[src/rtl/pw_pkg.sv]
// Shared types for the page table walker: result bundle, fault codes,
// descriptor classification and walk states.
package pw_pkg;

    typedef struct packed {
        logic [31:0] paddr;
        logic [2:0]  ap;
        logic [3:0]  domain;
        logic        xn;
        logic        glob;
        logic        share;
        logic [4:0]  attr;
    } pw_result_t;

    typedef enum logic [1:0] {
        FLT_NONE  = 2'd0,
        FLT_L1    = 2'd1,
        FLT_L2    = 2'd2,
        FLT_SUPER = 2'd3
    } pw_fault_e;

    typedef enum logic [1:0] {
        DK_MAP   = 2'd0,
        DK_TABLE = 2'd1,
        DK_FAULT = 2'd2
    } pw_kind_e;

    typedef enum logic [2:0] {
        S_IDLE, S_L1_REQ, S_L1_WAIT, S_L2_REQ, S_L2_WAIT, S_WRITEBACK, S_DONE
    } pw_state_e;

endpackage

[src/rtl/pw_queue.sv]
// Pending-walk queue: an in-order circular buffer whose low KEY_W bits of
// each entry are a context key. A squash marks matching occupied entries;
// marked entries at the head are discarded, at most MAX_DROP per cycle, and
// never offered to the consumer.
// Assumes QDEPTH is a power of two and at least 2.
module pw_queue #(
    parameter int DATA_W   = 42,
    parameter int KEY_W    = 8,
    parameter int QDEPTH   = 4,
    parameter int MAX_DROP = 2
) (
    input  logic              clk,
    input  logic              rst_n,
    input  logic              in_valid,
    output logic              in_ready,
    input  logic [DATA_W-1:0] in_data,
    input  logic              sq_valid,
    input  logic [KEY_W-1:0]  sq_key,
    output logic              head_valid,
    output logic [DATA_W-1:0] head_data,
    input  logic              take
);
    localparam int PTR_W   = $clog2(QDEPTH);
    localparam int CNT_W   = $clog2(QDEPTH + 1);
    localparam int SCAN    = (MAX_DROP < QDEPTH) ? MAX_DROP : QDEPTH;
    localparam int OUT_MAX = (MAX_DROP > 1) ? MAX_DROP : 1;

    logic [DATA_W-1:0] slot [QDEPTH];
    logic [QDEPTH-1:0] dead;
    logic [QDEPTH-1:0] occ;
    logic [PTR_W-1:0]  head, tail;
    logic [CNT_W-1:0]  count, drop_n, pop_n;
    logic              push;

    // Which physical slots currently hold a waiting entry.
    always_comb begin
        for (int i = 0; i < QDEPTH; i++) begin
            logic [PTR_W-1:0] off;
            off    = PTR_W'(i) - head;
            occ[i] = CNT_W'(off) < count;
        end
    end

    // Count the run of squashed entries at the head, bounded by MAX_DROP.
    always_comb begin
        logic run;
        run    = 1'b1;
        drop_n = '0;
        for (int k = 0; k < SCAN; k++) begin
            logic [PTR_W-1:0] idx;
            idx = head + PTR_W'(k);
            if (run && (CNT_W'(k) < count) && dead[idx])
                drop_n = drop_n + 1'b1;
            else
                run = 1'b0;
        end
    end

    assign in_ready   = count < CNT_W'(QDEPTH);
    assign head_valid = (count != '0) && !dead[head];
    assign head_data  = slot[head];
    assign push       = in_valid && in_ready;
    assign pop_n      = drop_n + CNT_W'(take && head_valid);

    // Pointer, occupancy and squash-mark bookkeeping.
    always_ff @(posedge clk) begin
        if (!rst_n) begin
            head  <= '0;
            tail  <= '0;
            count <= '0;
            dead  <= '0;
        end else begin
            head  <= head + PTR_W'(pop_n);
            tail  <= tail + PTR_W'(push);
            count <= count + CNT_W'(push) - pop_n;
            for (int i = 0; i < QDEPTH; i++)
                if (sq_valid && occ[i] && slot[i][KEY_W-1:0] == sq_key)
                    dead[i] <= 1'b1;
            if (push)
                dead[tail] <= 1'b0;
        end
    end

    // Entry storage, written at the tail.
    always_ff @(posedge clk) begin
        if (push)
            slot[tail] <= in_data;
    end


    no_overflow_chk: assert property (@(posedge clk) disable iff (!rst_n)
        count <= CNT_W'(QDEPTH));


    drop_limit_chk: assert property (@(posedge clk) disable iff (!rst_n)
        int'($past(count)) - int'(count) <= OUT_MAX);

endmodule

[src/rtl/pw_addr.sv]
// Descriptor address generation for both table levels. The first-level
// index width shrinks by BASE_N bits as the table base grows (BASE_N 0..7).
module pw_addr #(
    parameter int BASE_N = 0
) (
    input  logic [31:0] ttb,
    input  logic [31:0] va,
    input  logic [31:0] l1_desc,
    output logic [31:0] l1_addr,
    output logic [31:0] l2_addr
);
    localparam int TTB_LO = 14 - BASE_N;
    localparam int VA_HI  = 31 - BASE_N;

    logic unused_addr_bits;

    // First-level slot and second-level slot addresses.
    assign l1_addr = {ttb[31:TTB_LO], va[VA_HI:20], 2'b00};
    assign l2_addr = {l1_desc[31:10], va[19:12], 2'b00};

    generate
        if (BASE_N > 0) begin : g_hi
            assign unused_addr_bits = ^{ttb[TTB_LO-1:0], va[31:VA_HI+1], va[11:0], l1_desc[9:0]};
        end else begin : g_lo
            assign unused_addr_bits = ^{ttb[TTB_LO-1:0], va[11:0], l1_desc[9:0]};
        end
    endgenerate

endmodule

[src/rtl/pw_decode.sv]
// Descriptor decoder. Classifies one fetched descriptor (first or second
// level), extracts the mapping fields and forms the write-back image with
// the access flag set. Purely combinational.
module pw_decode
    import pw_pkg::*;
(
    input  logic        l2_mode,
    input  logic [31:0] desc,
    input  logic [31:0] va,
    input  logic [3:0]  l1_dom,
    output pw_kind_e    kind,
    output pw_fault_e   fault,
    output pw_result_t  res,
    output logic        flag_clear,
    output logic [31:0] wb_data
);
    logic unused_va_hi;
    assign unused_va_hi = ^va[31:20];

    // Decode the descriptor according to its level and type bits.
    always_comb begin
        kind       = DK_FAULT;
        fault      = FLT_NONE;
        res        = '0;
        flag_clear = 1'b0;
        wb_data    = desc;
        if (!l2_mode) begin
            unique case (desc[1:0])
                2'b01: kind = DK_TABLE;
                2'b10: begin
                    if (desc[18]) begin
                        fault = FLT_SUPER;
                    end else begin
                        kind        = DK_MAP;
                        flag_clear  = !desc[10];
                        wb_data[10] = 1'b1;
                        res.paddr   = {desc[31:20], va[19:0]};
                        res.ap      = {desc[15], desc[11], 1'b1};
                        res.domain  = desc[8:5];
                        res.xn      = desc[4];
                        res.glob    = desc[17];
                        res.share   = desc[16];
                        res.attr    = {desc[14:12], desc[3], desc[2]};
                    end
                end
                default: fault = FLT_L1;
            endcase
        end else if (desc[1:0] == 2'b00) begin
            fault = FLT_L2;
        end else begin
            kind       = DK_MAP;
            flag_clear = !desc[4];
            wb_data[4] = 1'b1;
            res.ap     = {desc[9], desc[5], 1'b1};
            res.domain = l1_dom;
            res.glob   = !desc[11];
            res.share  = desc[10];
            if (!desc[1]) begin
                res.paddr = {desc[31:16], va[15:0]};
                res.xn    = desc[15];
                res.attr  = {desc[14:12], desc[3], desc[2]};
            end else begin
                res.paddr = {desc[31:12], va[11:0]};
                res.xn    = desc[0];
                res.attr  = {desc[8:6], desc[3], desc[2]};
            end
        end
    end

endmodule

[src/rtl/pt_walker.sv]
// Two-level page table walker top. Holds the pending queue, the walk state
// machine and the result registers. Assumes memory answers every access
// (read or write) with one mem_rsp_valid pulse no earlier than the cycle
// after the request, and that one access is outstanding at a time.
module pt_walker
    import pw_pkg::*;
#(
    parameter int CTX_W    = 8,
    parameter int QDEPTH   = 4,
    parameter int MAX_DROP = 2,
    parameter int BASE_N   = 0
) (
    input  logic             clk,
    input  logic             rst_n,
    input  logic [31:0]      ttb_base,
    input  logic             req_valid,
    output logic             req_ready,
    input  logic [31:0]      req_vaddr,
    input  logic             req_write,
    input  logic             req_fetch,
    input  logic [CTX_W-1:0] req_ctx,
    input  logic             squash_valid,
    input  logic [CTX_W-1:0] squash_ctx,
    output logic             mem_req_valid,
    output logic             mem_req_write,
    output logic [31:0]      mem_req_addr,
    output logic [31:0]      mem_req_wdata,
    input  logic             mem_rsp_valid,
    input  logic [31:0]      mem_rsp_rdata,
    output logic             rsp_valid,
    output logic [CTX_W-1:0] rsp_ctx,
    output logic             rsp_write,
    output logic             rsp_fetch,
    output logic [1:0]       rsp_fault,
    output logic [31:0]      rsp_paddr,
    output logic [2:0]       rsp_ap,
    output logic [3:0]       rsp_domain,
    output logic             rsp_xn,
    output logic             rsp_global,
    output logic             rsp_share,
    output logic [4:0]       rsp_attr
);
    localparam int ENT_W = 32 + 2 + CTX_W;

    pw_state_e         state;
    logic [ENT_W-1:0]  q_in, q_head;
    logic              q_head_valid, q_take;
    logic [31:0]       cur_va;
    logic              cur_wr, cur_fe;
    logic [CTX_W-1:0]  cur_ctx;
    logic [31:0]       l1desc_q, l1_addr, l2_addr;
    logic [31:0]       wb_addr_q, wb_data_q;
    logic              wb_sent, wb_l2_q;
    pw_result_t        res_q, dec_res;
    pw_fault_e         fault_q, dec_fault;
    pw_kind_e          dec_kind;
    logic              dec_flag_clear;
    logic [31:0]       dec_wb;
    logic              unused_l1_bits;

    assign q_in   = {req_vaddr, req_write, req_fetch, req_ctx};
    assign q_take = (state == S_IDLE) && q_head_valid;

    pw_queue #(
        .DATA_W(ENT_W), .KEY_W(CTX_W), .QDEPTH(QDEPTH), .MAX_DROP(MAX_DROP)
    ) u_queue (
        .clk(clk), .rst_n(rst_n),
        .in_valid(req_valid), .in_ready(req_ready), .in_data(q_in),
        .sq_valid(squash_valid), .sq_key(squash_ctx),
        .head_valid(q_head_valid), .head_data(q_head), .take(q_take)
    );

    pw_addr #(.BASE_N(BASE_N)) u_addr (
        .ttb(ttb_base), .va(cur_va), .l1_desc(l1desc_q),
        .l1_addr(l1_addr), .l2_addr(l2_addr)
    );

    pw_decode u_decode (
        .l2_mode(state == S_L2_WAIT), .desc(mem_rsp_rdata), .va(cur_va),
        .l1_dom(l1desc_q[8:5]), .kind(dec_kind), .fault(dec_fault),
        .res(dec_res), .flag_clear(dec_flag_clear), .wb_data(dec_wb)
    );

    assign unused_l1_bits = ^{l1desc_q[9], l1desc_q[4:2]};

    // Walk sequencing: fetch, decode, optional write-back, respond.
    always_ff @(posedge clk) begin
        if (!rst_n) begin
            state     <= S_IDLE;
            cur_va    <= '0;
            cur_wr    <= 1'b0;
            cur_fe    <= 1'b0;
            cur_ctx   <= '0;
            l1desc_q  <= '0;
            wb_addr_q <= '0;
            wb_data_q <= '0;
            wb_sent   <= 1'b0;
            wb_l2_q   <= 1'b0;
            res_q     <= '0;
            fault_q   <= FLT_NONE;
        end else begin
            unique case (state)
                S_IDLE: if (q_head_valid) begin
                    {cur_va, cur_wr, cur_fe, cur_ctx} <= q_head;
                    state <= S_L1_REQ;
                end
                S_L1_REQ: state <= S_L1_WAIT;
                S_L2_REQ: state <= S_L2_WAIT;
                S_L1_WAIT, S_L2_WAIT: if (mem_rsp_valid) begin
                    if (state == S_L1_WAIT) l1desc_q <= mem_rsp_rdata;
                    res_q     <= dec_res;
                    fault_q   <= dec_fault;
                    wb_data_q <= dec_wb;
                    wb_addr_q <= (state == S_L1_WAIT) ? l1_addr : l2_addr;
                    wb_l2_q   <= (state == S_L2_WAIT);
                    wb_sent   <= 1'b0;
                    if (dec_kind == DK_TABLE)
                        state <= S_L2_REQ;
                    else if (dec_kind == DK_MAP && dec_flag_clear)
                        state <= S_WRITEBACK;
                    else
                        state <= S_DONE;
                end
                S_WRITEBACK: begin
                    if (!wb_sent)
                        wb_sent <= 1'b1;
                    else if (mem_rsp_valid)
                        state <= S_DONE;
                end
                S_DONE: state <= S_IDLE;
                default: state <= S_IDLE;
            endcase
        end
    end

    // Memory port: one request cycle per read, one for the write-back.
    always_comb begin
        mem_req_valid = 1'b0;
        mem_req_write = 1'b0;
        mem_req_addr  = '0;
        mem_req_wdata = '0;
        if (state == S_L1_REQ) begin
            mem_req_valid = 1'b1;
            mem_req_addr  = l1_addr;
        end else if (state == S_L2_REQ) begin
            mem_req_valid = 1'b1;
            mem_req_addr  = l2_addr;
        end else if (state == S_WRITEBACK && !wb_sent) begin
            mem_req_valid = 1'b1;
            mem_req_write = 1'b1;
            mem_req_addr  = wb_addr_q;
            mem_req_wdata = wb_data_q;
        end
    end

    // Result port, driven from the walk registers in the DONE state.
    assign rsp_valid  = (state == S_DONE);
    assign rsp_ctx    = cur_ctx;
    assign rsp_write  = cur_wr;
    assign rsp_fetch  = cur_fe;
    assign rsp_fault  = fault_q;
    assign rsp_paddr  = res_q.paddr;
    assign rsp_ap     = res_q.ap;
    assign rsp_domain = res_q.domain;
    assign rsp_xn     = res_q.xn;
    assign rsp_global = res_q.glob;
    assign rsp_share  = res_q.share;
    assign rsp_attr   = res_q.attr;


    rsp_pulse_chk: assert property (@(posedge clk) disable iff (!rst_n)
        rsp_valid |=> !rsp_valid);


    mem_pulse_chk: assert property (@(posedge clk) disable iff (!rst_n)
        mem_req_valid |=> !mem_req_valid);


    fault_zero_chk: assert property (@(posedge clk) disable iff (!rst_n)
        (rsp_valid && rsp_fault != 2'd0) |-> (rsp_paddr == '0 && rsp_ap == '0));


    l2_after_table_chk: assert property (@(posedge clk) disable iff (!rst_n)
        (mem_req_valid && state == S_L2_REQ) |-> (l1desc_q[1:0] == 2'b01));


    wb_flag_chk: assert property (@(posedge clk) disable iff (!rst_n)
        (mem_req_valid && mem_req_write) |->
            (wb_l2_q ? mem_req_wdata[4] : mem_req_wdata[10]));

endmodule

[config.mk]
export PLATFORM = sky130hd
export DESIGN_NAME = pt_walker
export DESIGN_NICKNAME = d
export VERILOG_FILES = /design/src/rtl/pw_pkg.sv /design/src/rtl/pw_queue.sv /design/src/rtl/pw_addr.sv /design/src/rtl/pw_decode.sv /design/src/rtl/pt_walker.sv
export SDC_FILE = /design/constraint.sdc
export NUM_CORES = 1
export LEC_CHECK = 0
export ABC_AREA = 1
export BUFFER_PORTS_ARGS = -buffer_cell sky130_fd_sc_hd__buf_4
export CORE_MARGIN = 2
export CORE_UTILIZATION = 34
export DETAILED_ROUTE_END_ITERATION = 8
export GPL_ROUTABILITY_DRIVEN = 0
export GPL_TIMING_DRIVEN = 0
export PLACE_DENSITY = 0.62
export SYNTH_ARGS = -nofsm -noshare
export SYNTH_HDL_FRONTEND = slang
export SYNTH_HIERARCHICAL = 1
export SYNTH_SLANG_ARGS = --single-unit
export TNS_END_PERCENT = 5
[constraint.sdc]
create_clock -name clk -period 4.4 [get_ports clk]
set_clock_uncertainty 0.15 [all_clocks]
set_input_delay 0.88 -clock clk [delete_from_list [all_inputs] [get_ports clk]]
set_output_delay 0.88 -clock clk [all_outputs]
set_load 0.01 [all_outputs]
## Word-level counts from Yosys, hierarchy flattened

Memory sizes are Yosys's and may differ from the RTL's. A register that Yosys moved wholly into a read port is not among the register bits.
Cells that the tools add are included.

- Flip-flop bits (word level): 160
- RAM bits: 168
- Input port bits: 119
- Output and inout bits: 127
- Memories kept: 1

Memory list:

| memory | words | width | rd ports | clocked after Yosys merged registers in | write ports | line | source |
|---|---|---|---|---|---|---|---|
| u_queue.slot | 4 | 42 | 5 | 1 | 1 | pw_queue.sv:28 | `logic [DATA_W-1:0] slot [QDEPTH];` |

- Add/sub/neg operators: 11
- Magnitude comparators: 11
- Equality and inequality tests: 17
- Multiplexer cells: 64
- Bitwise gates (word level): 2
- Reductions and logical operators: 35

Operators by type and width:

| cell | count |
|---|---|
| $mux W32 | 7 |
| $mux W47 | 4 |
| $eq A8 B8 Y1 | 4 |
| $mux W1 | 31 |
| $logic_and A1 B1 Y1 | 18 |
| $mux W3 | 6 |
| $mux W16 | 1 |
| $pmux W3 S5 | 1 |
| $lt A2 B3 Y1 | 4 |
| $mux W2 | 6 |
| $eq A3 B3 Y1 const B | 3 |
| $lt A2 B3 Y1 const B | 3 |
| $ne A2 B2 Y1 const B | 4 |
| $pmux W2 S2 | 2 |
| $add A3 B1 Y3 | 2 |
| $eq A3 B2 Y1 const B | 2 |
| $logic_not A1 Y1 | 6 |
| $lt A1 B3 Y1 const A | 2 |
| $reduce_and A2 Y1 | 3 |
| $mux W5 | 1 |
| $and A4 B4 Y4 | 1 |
| $bmux W1 S2 | 2 |
| $eq A2 B1 Y1 const B | 2 |
| $logic_not A2 Y1 | 2 |
| 21 further kinds | 23 |

## Depth between registers and ports, before layout

Gate-level depths: netlist of run 1.

- Depth in word-level cells: 9
- Gate-level depth with buffers: 19

## Cells and area by module

The synthesis of run 1 kept the hierarchy.

Modules (own cells, without submodules):

| module | instances | cells an instance | area each (µm²) |
|---|---|---|---|
| pt_walker | 1 | 1155 | 8117.8 |
| pw_queue | 1 | 595 | 7358.3 |
| pw_decode | 1 | 217 | 1133.6 |
| pw_addr | 1 | 65 | 484.2 |

## Worst setup path before layout of run 1

OpenSTA, ideal clock, no wires.

- Path kind: flip-flop to flip-flop
- Start: register u_queue.head[0]
- End: register u_queue.count[2]
- Setup time: 123 ps
- Arrival time: 3471 ps
- Required time: 4127 ps
- Slack: 656 ps
- Cell stages (with the launch flop): 20
- Path buffers: 2
- Clock period less this slack: 3744 ps
- Cell sequence: dfxtp_1 > inv_2 > nand2_2 > buf_6 > o22ai_2 > or2_1 > nor2_1 > nand3_2 > inv_2 > buf_4 > inv_1 > nor3_2 > fa_1 > ha_1 > inv_1 > ha_1 > fa_1 > xor2_1 > o21ai_0 > a21oi_1

- Elaborated cells on any way between the ends: 18

RTL lines:

| element | line | source |
|---|---|---|
| from (decl) | pw_queue.sv:31 | `logic [PTR_W-1:0] head, tail;` |
| from (signal assigned) | pw_queue.sv:73 | `head <= head + PTR_W'(pop_n);` |
| $bmux W1 S2 | pw_queue.sv:60 | `assign head_valid = (count != '0) && !dead[head];` |
| $mux W1 (implied by the code) | pw_queue.sv:60 |  |
| $logic_not A1 Y1 | pw_queue.sv:60 |  |
| $logic_and A1 B1 Y1 | pw_queue.sv:60 |  |
| net q_head_valid | pt_walker.sv:47 | `logic q_head_valid, q_take;` |
| $logic_and A1 B1 Y1 | pt_walker.sv:62 | `assign q_take = (state == S_IDLE) && q_head_valid;` |
| net q_take | pt_walker.sv:47 |  |
| $logic_and A1 B1 Y1 | pw_queue.sv:63 | `assign pop_n = drop_n + CNT_W'(take && head_valid);` |
| $add A3 B1 Y3 | pw_queue.sv:63 |  |
| $sub A3 B3 Y3 | pw_queue.sv:75 | `count <= count + CNT_W'(push) - pop_n;` |
| to (signal assigned) | pw_queue.sv:75 |  |
| to (decl) | pw_queue.sv:32 | `logic [CNT_W-1:0] count, drop_n, pop_n;` |

The timed path passes the listed nets, and every way through them passes these cells. The select of a mux whose other input is x is not followed.
A chain may end at the register's enable or synchronous reset.

## Worst setup path in the final report of run 1

Same ends and word-level chain as after synthesis.

==> impl_metrics.json, run 1 <==
{
  "status": "finished clean",
  "antenna_found_initial": 1,
  "cts_made_buffers": 42,
  "synthToLayoutAreaGrowth_pct": 24.0,
  "core_mm2": 0.0490,
  "worstSetupPathType": "flop to flop",
  "critical_path.slowest_cell": "fa_1",
  "clk_transition_reported_paths_ns": 0.06,
  "cp-start-kind": "flop",
  "cp_cell_sequence": "inv_2 -> nand2_2 -> buf_6 -> o22ai_2 -> or2_1 -> nor2_4 -> nand3_4 -> inv_4 -> buf_4 -> inv_1 -> nor3_4 -> fa_1 -> ha_1 -> inv_1 -> ha_1 -> fa_1 -> xor2_2 -> o21ai_1 -> a21oi_1",
  "cts-root-buf": "clkbuf_16",
  "finalSetupViolCount": 0,
  "routed_wl_um": 50300,
  "grt-busiest-layer": "met2",
  "fp.dieW_um": 227,
  "ios": 246,
  "critPathMaxFanout": 10,
  "grt_use_met1_pct": 24.5,
  "cp_num_buf_inv": 6,
  "dieArea_mm2": 0.0515,
  "initial_core_util_pct": 34.5,
  "drc_errors": 0,
  "peakVddDrop_v": 0.000250,
  "syn_avg_cell_area_um2": 8.41,
  "cts.sinks": 364,
  "cts_tree": "built",
  "grt_pass1_vias": 13600,
  "cp.required_ns": 4.69,
  "regArea_mm2": 0.00897,
  "vias": 14200,
  "total_power_mw": 12.3,
  "final_common_cell": "nand2_1",
  "min_period_ns": 4.10,
  "fin_nets": 2411,
  "ff2ff_setup_slack_ns": 0.30,
  "multi_input_area_mm2": 0.00591,
  "hp-class": "flop to flop",
  "ant_nets": 0,
  "grt-ovfl-total": 0,
  "synth_area_mm2": 0.0169,
  "rsz0062_at_grt": "no",
  "met2_usage_pct": 32.3,
  "routed_via_density": 4.79,
  "yosys_warnings": 6,
  "p_leak_nw": 8.64,
  "mostFrequentLayoutCells": "nand2_1 (406), buf_4 (327), nor2_1 (319), dfxtp_1 (195), inv_1 (179)",
  "cp_num_cells": 19,
  "grt_max_degree": 24,
  "critPathArrivalTime_ns": 4.39,
  "numPlacedInstances": 2892,
  "fill_cells": 4906,
  "setup.worst_path.end": "u_queue/count[2]",
  "final_layout_size_suffix_gt1_share_pct": 20.7,
  "io_buffers": 213,
  "firstDrtPassIters": 7,
  "grt.total_usage_pct": 19.2,
  "use_met3_pct": 4.25,
  "clk_latency_ns": 0.56,
  "relSlewSlack_pct": 39.4,
  "stdcell_count": 2967,
  "max_cap_viol_count": 0,
  "slowest_delay_ns": 0.47,
  "cts.htree.levels": 2,
  "die_y_um": 227,
  "wl_per_cell_um": 16.9,
  "cp-startpoint": "u_queue/head[0]",
  "power_density_mw_per_mm2": 587,
  "fin_crit_sh_pct": 93.3,
  "ff2ff_path_depth": 19,
  "drt_iter0_markers": 1163,
  "finalHoldViolCount": 0,
  "r2r_end": "u_queue/count[2]",
  "netlist_instances": 2008,
  "fmax_mhz": 244,
  "crit_family": "adder cells",
  "tightest_slew_ns": 0.907,
  "rows": 81,
  "cts_buffer_depth": 3,
  "cp-end-kind": "flop",
  "maxSlewViolCount": 0,
  "dp_hpwl_um": 37400,
  "rr_startpoint": "u_queue/head[0]",
  "grt_pass1_wl_um": 75800
}
[per-layer routing]
metal	routed length (um)	part of all wire [%]	up-vias
li1	-	-	7020
met1	21500	43	6633
met2	23800	47	462
met3	3530	7.0	86
met4	1360	2.7	0
met5	0	0	-
[tightest hold or removal path, stage by stage (launching register included)]
cell     delay (ns)
dfxtp_1        0.31
inv_1          0.04
a21oi_1        0.05
[area by class of cell]
cell class / count / share of cell area, %
flip-flops and latches: 364 / 42.8
multi-input cells: 1243 / 28.2
repair buffers: 218 / 8.05
plain buffers: 210 / 6.42
clock buffers: 56 / 5.56
well taps: 664 / 3.97
inverters: 194 / 3.52
clock inverters: 17 / 1.40
diodes: 1 / 0.0119
[flip-flops by register name (all words and copies together), names as in the netlist, 3 cells and up]
name	cells
rsp_ap	3
wb_data_q	32
u_queue/count	3
rsp_ctx	8
u_queue/slot	168
l1desc_q	26
cur_va	32
wb_addr_q	32
rsp_paddr	32
rsp_domain	4
state	3
rsp_attr	5
u_queue/dead	4
[how the worst min path moves through the flow]
stage                       from           end  slack (ns)  cells after the start
floorplan            l1desc_q[5]   l1desc_q[5]        0.27                      2
global route        l1desc_q[12]  l1desc_q[12]        0.32                      2
global placement     l1desc_q[8]   l1desc_q[8]        0.28                      2
detailed placement  l1desc_q[23]  l1desc_q[23]        0.29                      2
CTS                 l1desc_q[23]  l1desc_q[23]        0.30                      2
finish              l1desc_q[23]  l1desc_q[23]        0.30                      2
[report_power, final]
| part | internal, mW | switching, mW | total [mW] |
|---|---|---|---|
| Combinational | 1.52 | 2.43 | 3.95 |
| Sequential | 4.23 | 0.394 | 4.63 |
| Clock | 2.32 | 1.39 | 3.72 |
[repair_timing]
| action | in CTS | in global routing |
|---|---|---|
| endpoints found under the hold margin | 0 | 0 |
| cloned | 0 | 0 |
| pin swaps | 0 | 1 |
| hold buffers | 0 | 0 |
| gates resized for setup | 2 | 6 |
| setup endpoints to repair | 1 | 2 |
| buffers inserted | 0 | 1 |
[metrics by stage]
step | TNS (ns) | hold WS (ns) | utilization [%] | instance area [um2] | setup WS (ns)
floorplan | 0 | 0.273 | - | 16900 | 0.656
global placement | -106.97 | 0.283 | 39.5 | 19300 | -0.672
detailed placement | -0.172 | 0.287 | 39.7 | 19400 | -0.172
CTS | 0 | 0.296 | 42.7 | 20900 | 0.0251
global route | 0 | 0.318 | 42.8 | 20900 | 0.0531
finish | 0 | 0.295 | 42.8 | 20900 | 0.296
Note: power is estimated with default switching activity, not from simulation.
==> run 2: changes to the inputs <==
--- a/config.mk
+++ b/config.mk
@@ -7,12 +7,14 @@
 export LEC_CHECK = 0
 export ABC_AREA = 1
 export BUFFER_PORTS_ARGS = -buffer_cell sky130_fd_sc_hd__buf_4
+export CAP_MARGIN = 20
 export CORE_MARGIN = 2
 export CORE_UTILIZATION = 34
 export DETAILED_ROUTE_END_ITERATION = 8
 export GPL_ROUTABILITY_DRIVEN = 0
 export GPL_TIMING_DRIVEN = 0
 export PLACE_DENSITY = 0.62
+export RECOVER_POWER = 50
 export SYNTH_ARGS = -nofsm -noshare
 export SYNTH_HDL_FRONTEND = slang
 export SYNTH_HIERARCHICAL = 1
==> run 2 against run 1 <==
  * The run now ends with max-capacitance violations, max-slew violations left
  * Critical path depth did not move
  * Fmax decreased by 2.1%
  * Global-route usage decreased by 0.13 points
  * Clock power is 5.9% lower
  * Sequential power about the same
  * Largest cell class unchanged
  * Largest power group unchanged
==> impl_metrics.json, run 2 (synthesis gave the netlist of run 1 again) <==
{
  "status": "complete, but fails checks",
  "violations": "max-capacitance violations, max-slew violations",
  "cp_cell_sequence": "inv_2 -> nand2_2 -> buf_6 -> o22ai_2 -> or2_1 -> nor2_4 -> nand3_4 -> inv_4 -> buf_4 -> inv_1 -> nor3_2 -> fa_1 -> ha_1 -> inv_1 -> ha_1 -> fa_1 -> xor2_1 -> o21ai_0 -> a21oi_1",
  "cp-start-kind": "flop",
  "power.switching_mw": 4.22,
  "routed_wl_um": 50200,
  "final_common_cell": "nand2_1",
  "grt-ovfl-total": 0,
  "regMostFlops": "u_queue/slot",
  "multi_input_area_mm2": 0.00586,
  "cts_tree": "built",
  "rsz0062_at_grt": "no",
  "ff2ff_setup_slack_ns": 0.21,
  "seq_power_share_pct": 38.8,
  "cts_buffer_depth": 3,
  "ff2ff_path_depth": 19,
  "cp-startpoint": "u_queue/head[0]",
  "vias": 14200,
  "cts.htree.levels": 2,
  "fp.dieW_um": 227,
  "wl_per_cell_um": 16.9,
  "tightest_slew_ns": 2.33,
  "firstDrtPassIters": 7,
  "rows": 81,
  "ant_nets": 0,
  "cp_num_cells": 19,
  "place_ws_ns": -0.163,
  "worstSetupPathType": "flop to flop",
  "cts.sinks": 364,
  "pwr-share-clk_pct": 29.4,
  "crit_family": "adder cells",
  "routed_via_density": 4.77,
  "finalHoldViolCount": 0,
  "fin_crit_sh_pct": 95.3,
  "cts_made_buffers": 42,
  "cts-root-buf": "clkbuf_16",
  "fin_nets": 2410,
  "clk_latency_ns": 0.58,
  "p_leak_nw": 8.21,
  "drc_errors": 0,
  "grt_pass1_wl_um": 75500,
  "swShare_pct": 35.4,
  "post_cts_buffers": 0,
  "cp.required_ns": 4.70,
  "antenna_found_initial": 1,
  "critPathArrivalTime_ns": 4.49,
  "relSlewSlack_pct": -55.6,
  "cp_num_buf_inv": 6,
  "slowest_delay_ns": 0.48,
  "grt_max_degree": 24,
  "hold_buffers": 0,
  "io_buffers": 213,
  "numPlacedInstances": 2892,
  "min_period_ns": 4.19,
  "ios": 246,
  "dieArea_mm2": 0.0515,
  "synthToLayoutAreaGrowth_pct": 21.0,
  "critPathMaxFanout": 10,
  "finalSetupViolCount": 0,
  "grt_pass1_vias": 13600,
  "rr_startpoint": "u_queue/head[0]",
  "r2r_end": "u_queue/count[2]",
  "total_power_mw": 11.9,
  "dp_hpwl_um": 37400,
  "p_int_mw": 7.69,
  "final_layout_size_suffix_gt1_share_pct": 16.1,
  "max_cap_viol_count": 2,
  "initial_core_util_pct": 34.5,
  "maxSlewViolCount": 41,
  "power_density_mw_per_mm2": 582,
  "cp-end-kind": "flop",
  "drt_iter0_markers": 1163,
  "core_mm2": 0.0490,
  "peakVddDrop_v": 0.000249,
  "clk_transition_reported_paths_ns": 0.06,
  "mostFrequentLayoutCells": "nand2_1 (407), nor2_1 (323), buf_4 (232), dfxtp_1 (195), inv_1 (180)",
  "stdcell_count": 2968,
  "regArea_mm2": 0.00897,
  "timing.final.ws_setup_ns": 0.207,
  "critical_path.slowest_cell": "fa_1",
  "fill_cells": 4981,
  "fmax_mhz": 238,
  "grt.total_usage_pct": 19.1,
  "setup.worst_path.end": "u_queue/count[2]",
  "die_y_um": 227,
  "comb_power_share_pct": 31.8,
  "largest_register_ffs": 168,
  "hp-class": "flop to flop"
}
run 2: worst min-delay path by stage:
stage / from / to / slack, ns / cells past startpoint
global route: l1desc_q[27] / l1desc_q[27] / 0.32 / 2
finish: l1desc_q[12] / l1desc_q[12] / 0.30 / 2
floorplan: l1desc_q[5] / l1desc_q[5] / 0.27 / 2
detailed placement: l1desc_q[23] / l1desc_q[23] / 0.29 / 2
CTS: l1desc_q[23] / l1desc_q[23] / 0.30 / 2
global placement: l1desc_q[8] / l1desc_q[8] / 0.28 / 2
run 2: routing by layer:
metal / global-route usage [%] / vias up / wire length, um
met5: 0 / - / 0
met2: 32.6 / 466 / 24000
li1: - / 7029 / -
met3: 3.95 / 80 / 3820
met4: 5.77 / 0 / 1220
met1: 24.1 / 6596 / 21200
run 2: final cells by class:
cell class | count | area share [%]
Antenna cell | 1 | 0.0122
Timing Repair Buffer | 217 | 6.63
Buffer | 210 | 6.38
Clock inverter | 21 | 1.15
Inverter | 194 | 3.61
Multi-Input combinational cell | 1243 | 28.7
Tap cell | 664 | 4.06
Sequential cell | 364 | 43.9
Clock buffer | 54 | 5.61
run 2: what timing repair did:
item                       CTS  global route
setup endpoints to repair    1             2
gates resized for setup      2             3
pin swaps                    0             0
run 2: stage by stage:
stage	TNS (ns)	utilization, %	hold WS (ns)	cell area, um2
after floorplan	0	-	0.273	16900
after global placement	-106.97	39.5	0.283	19300
after detailed placement	-0.163	39.7	0.288	19400
after CTS	0	42.6	0.297	20800
after global routing	0	41.8	0.319	20400
final	0	41.8	0.298	20400
run 2: power by group through the flow:
stage                     sequential [mW]  clock, mW  combinational, mW
final                                4.62       3.50               3.79
after global routing                 4.69       3.70               4.25
after CTS                            4.63       3.57               3.94
after detailed placement             4.70          0               3.91
after global placement               4.70          0               3.82
after floorplan                      4.64          0               2.47
run 2: worst register-to-register path: stages (launching register included):
cell,delay [ns]
dfxtp_2,0.39
inv_2,0.06
nand2_2,0.09
buf_6,0.17
o22ai_2,0.08
or2_1,0.29
nor2_4,0.18
nand3_4,0.18
inv_4,0.17
buf_4,0.18
inv_1,0.05
nor3_2,0.26
fa_1,0.48
ha_1,0.30
inv_1,0.04
ha_1,0.20
fa_1,0.44
xor2_1,0.16
o21ai_0,0.16
a21oi_1,0.05
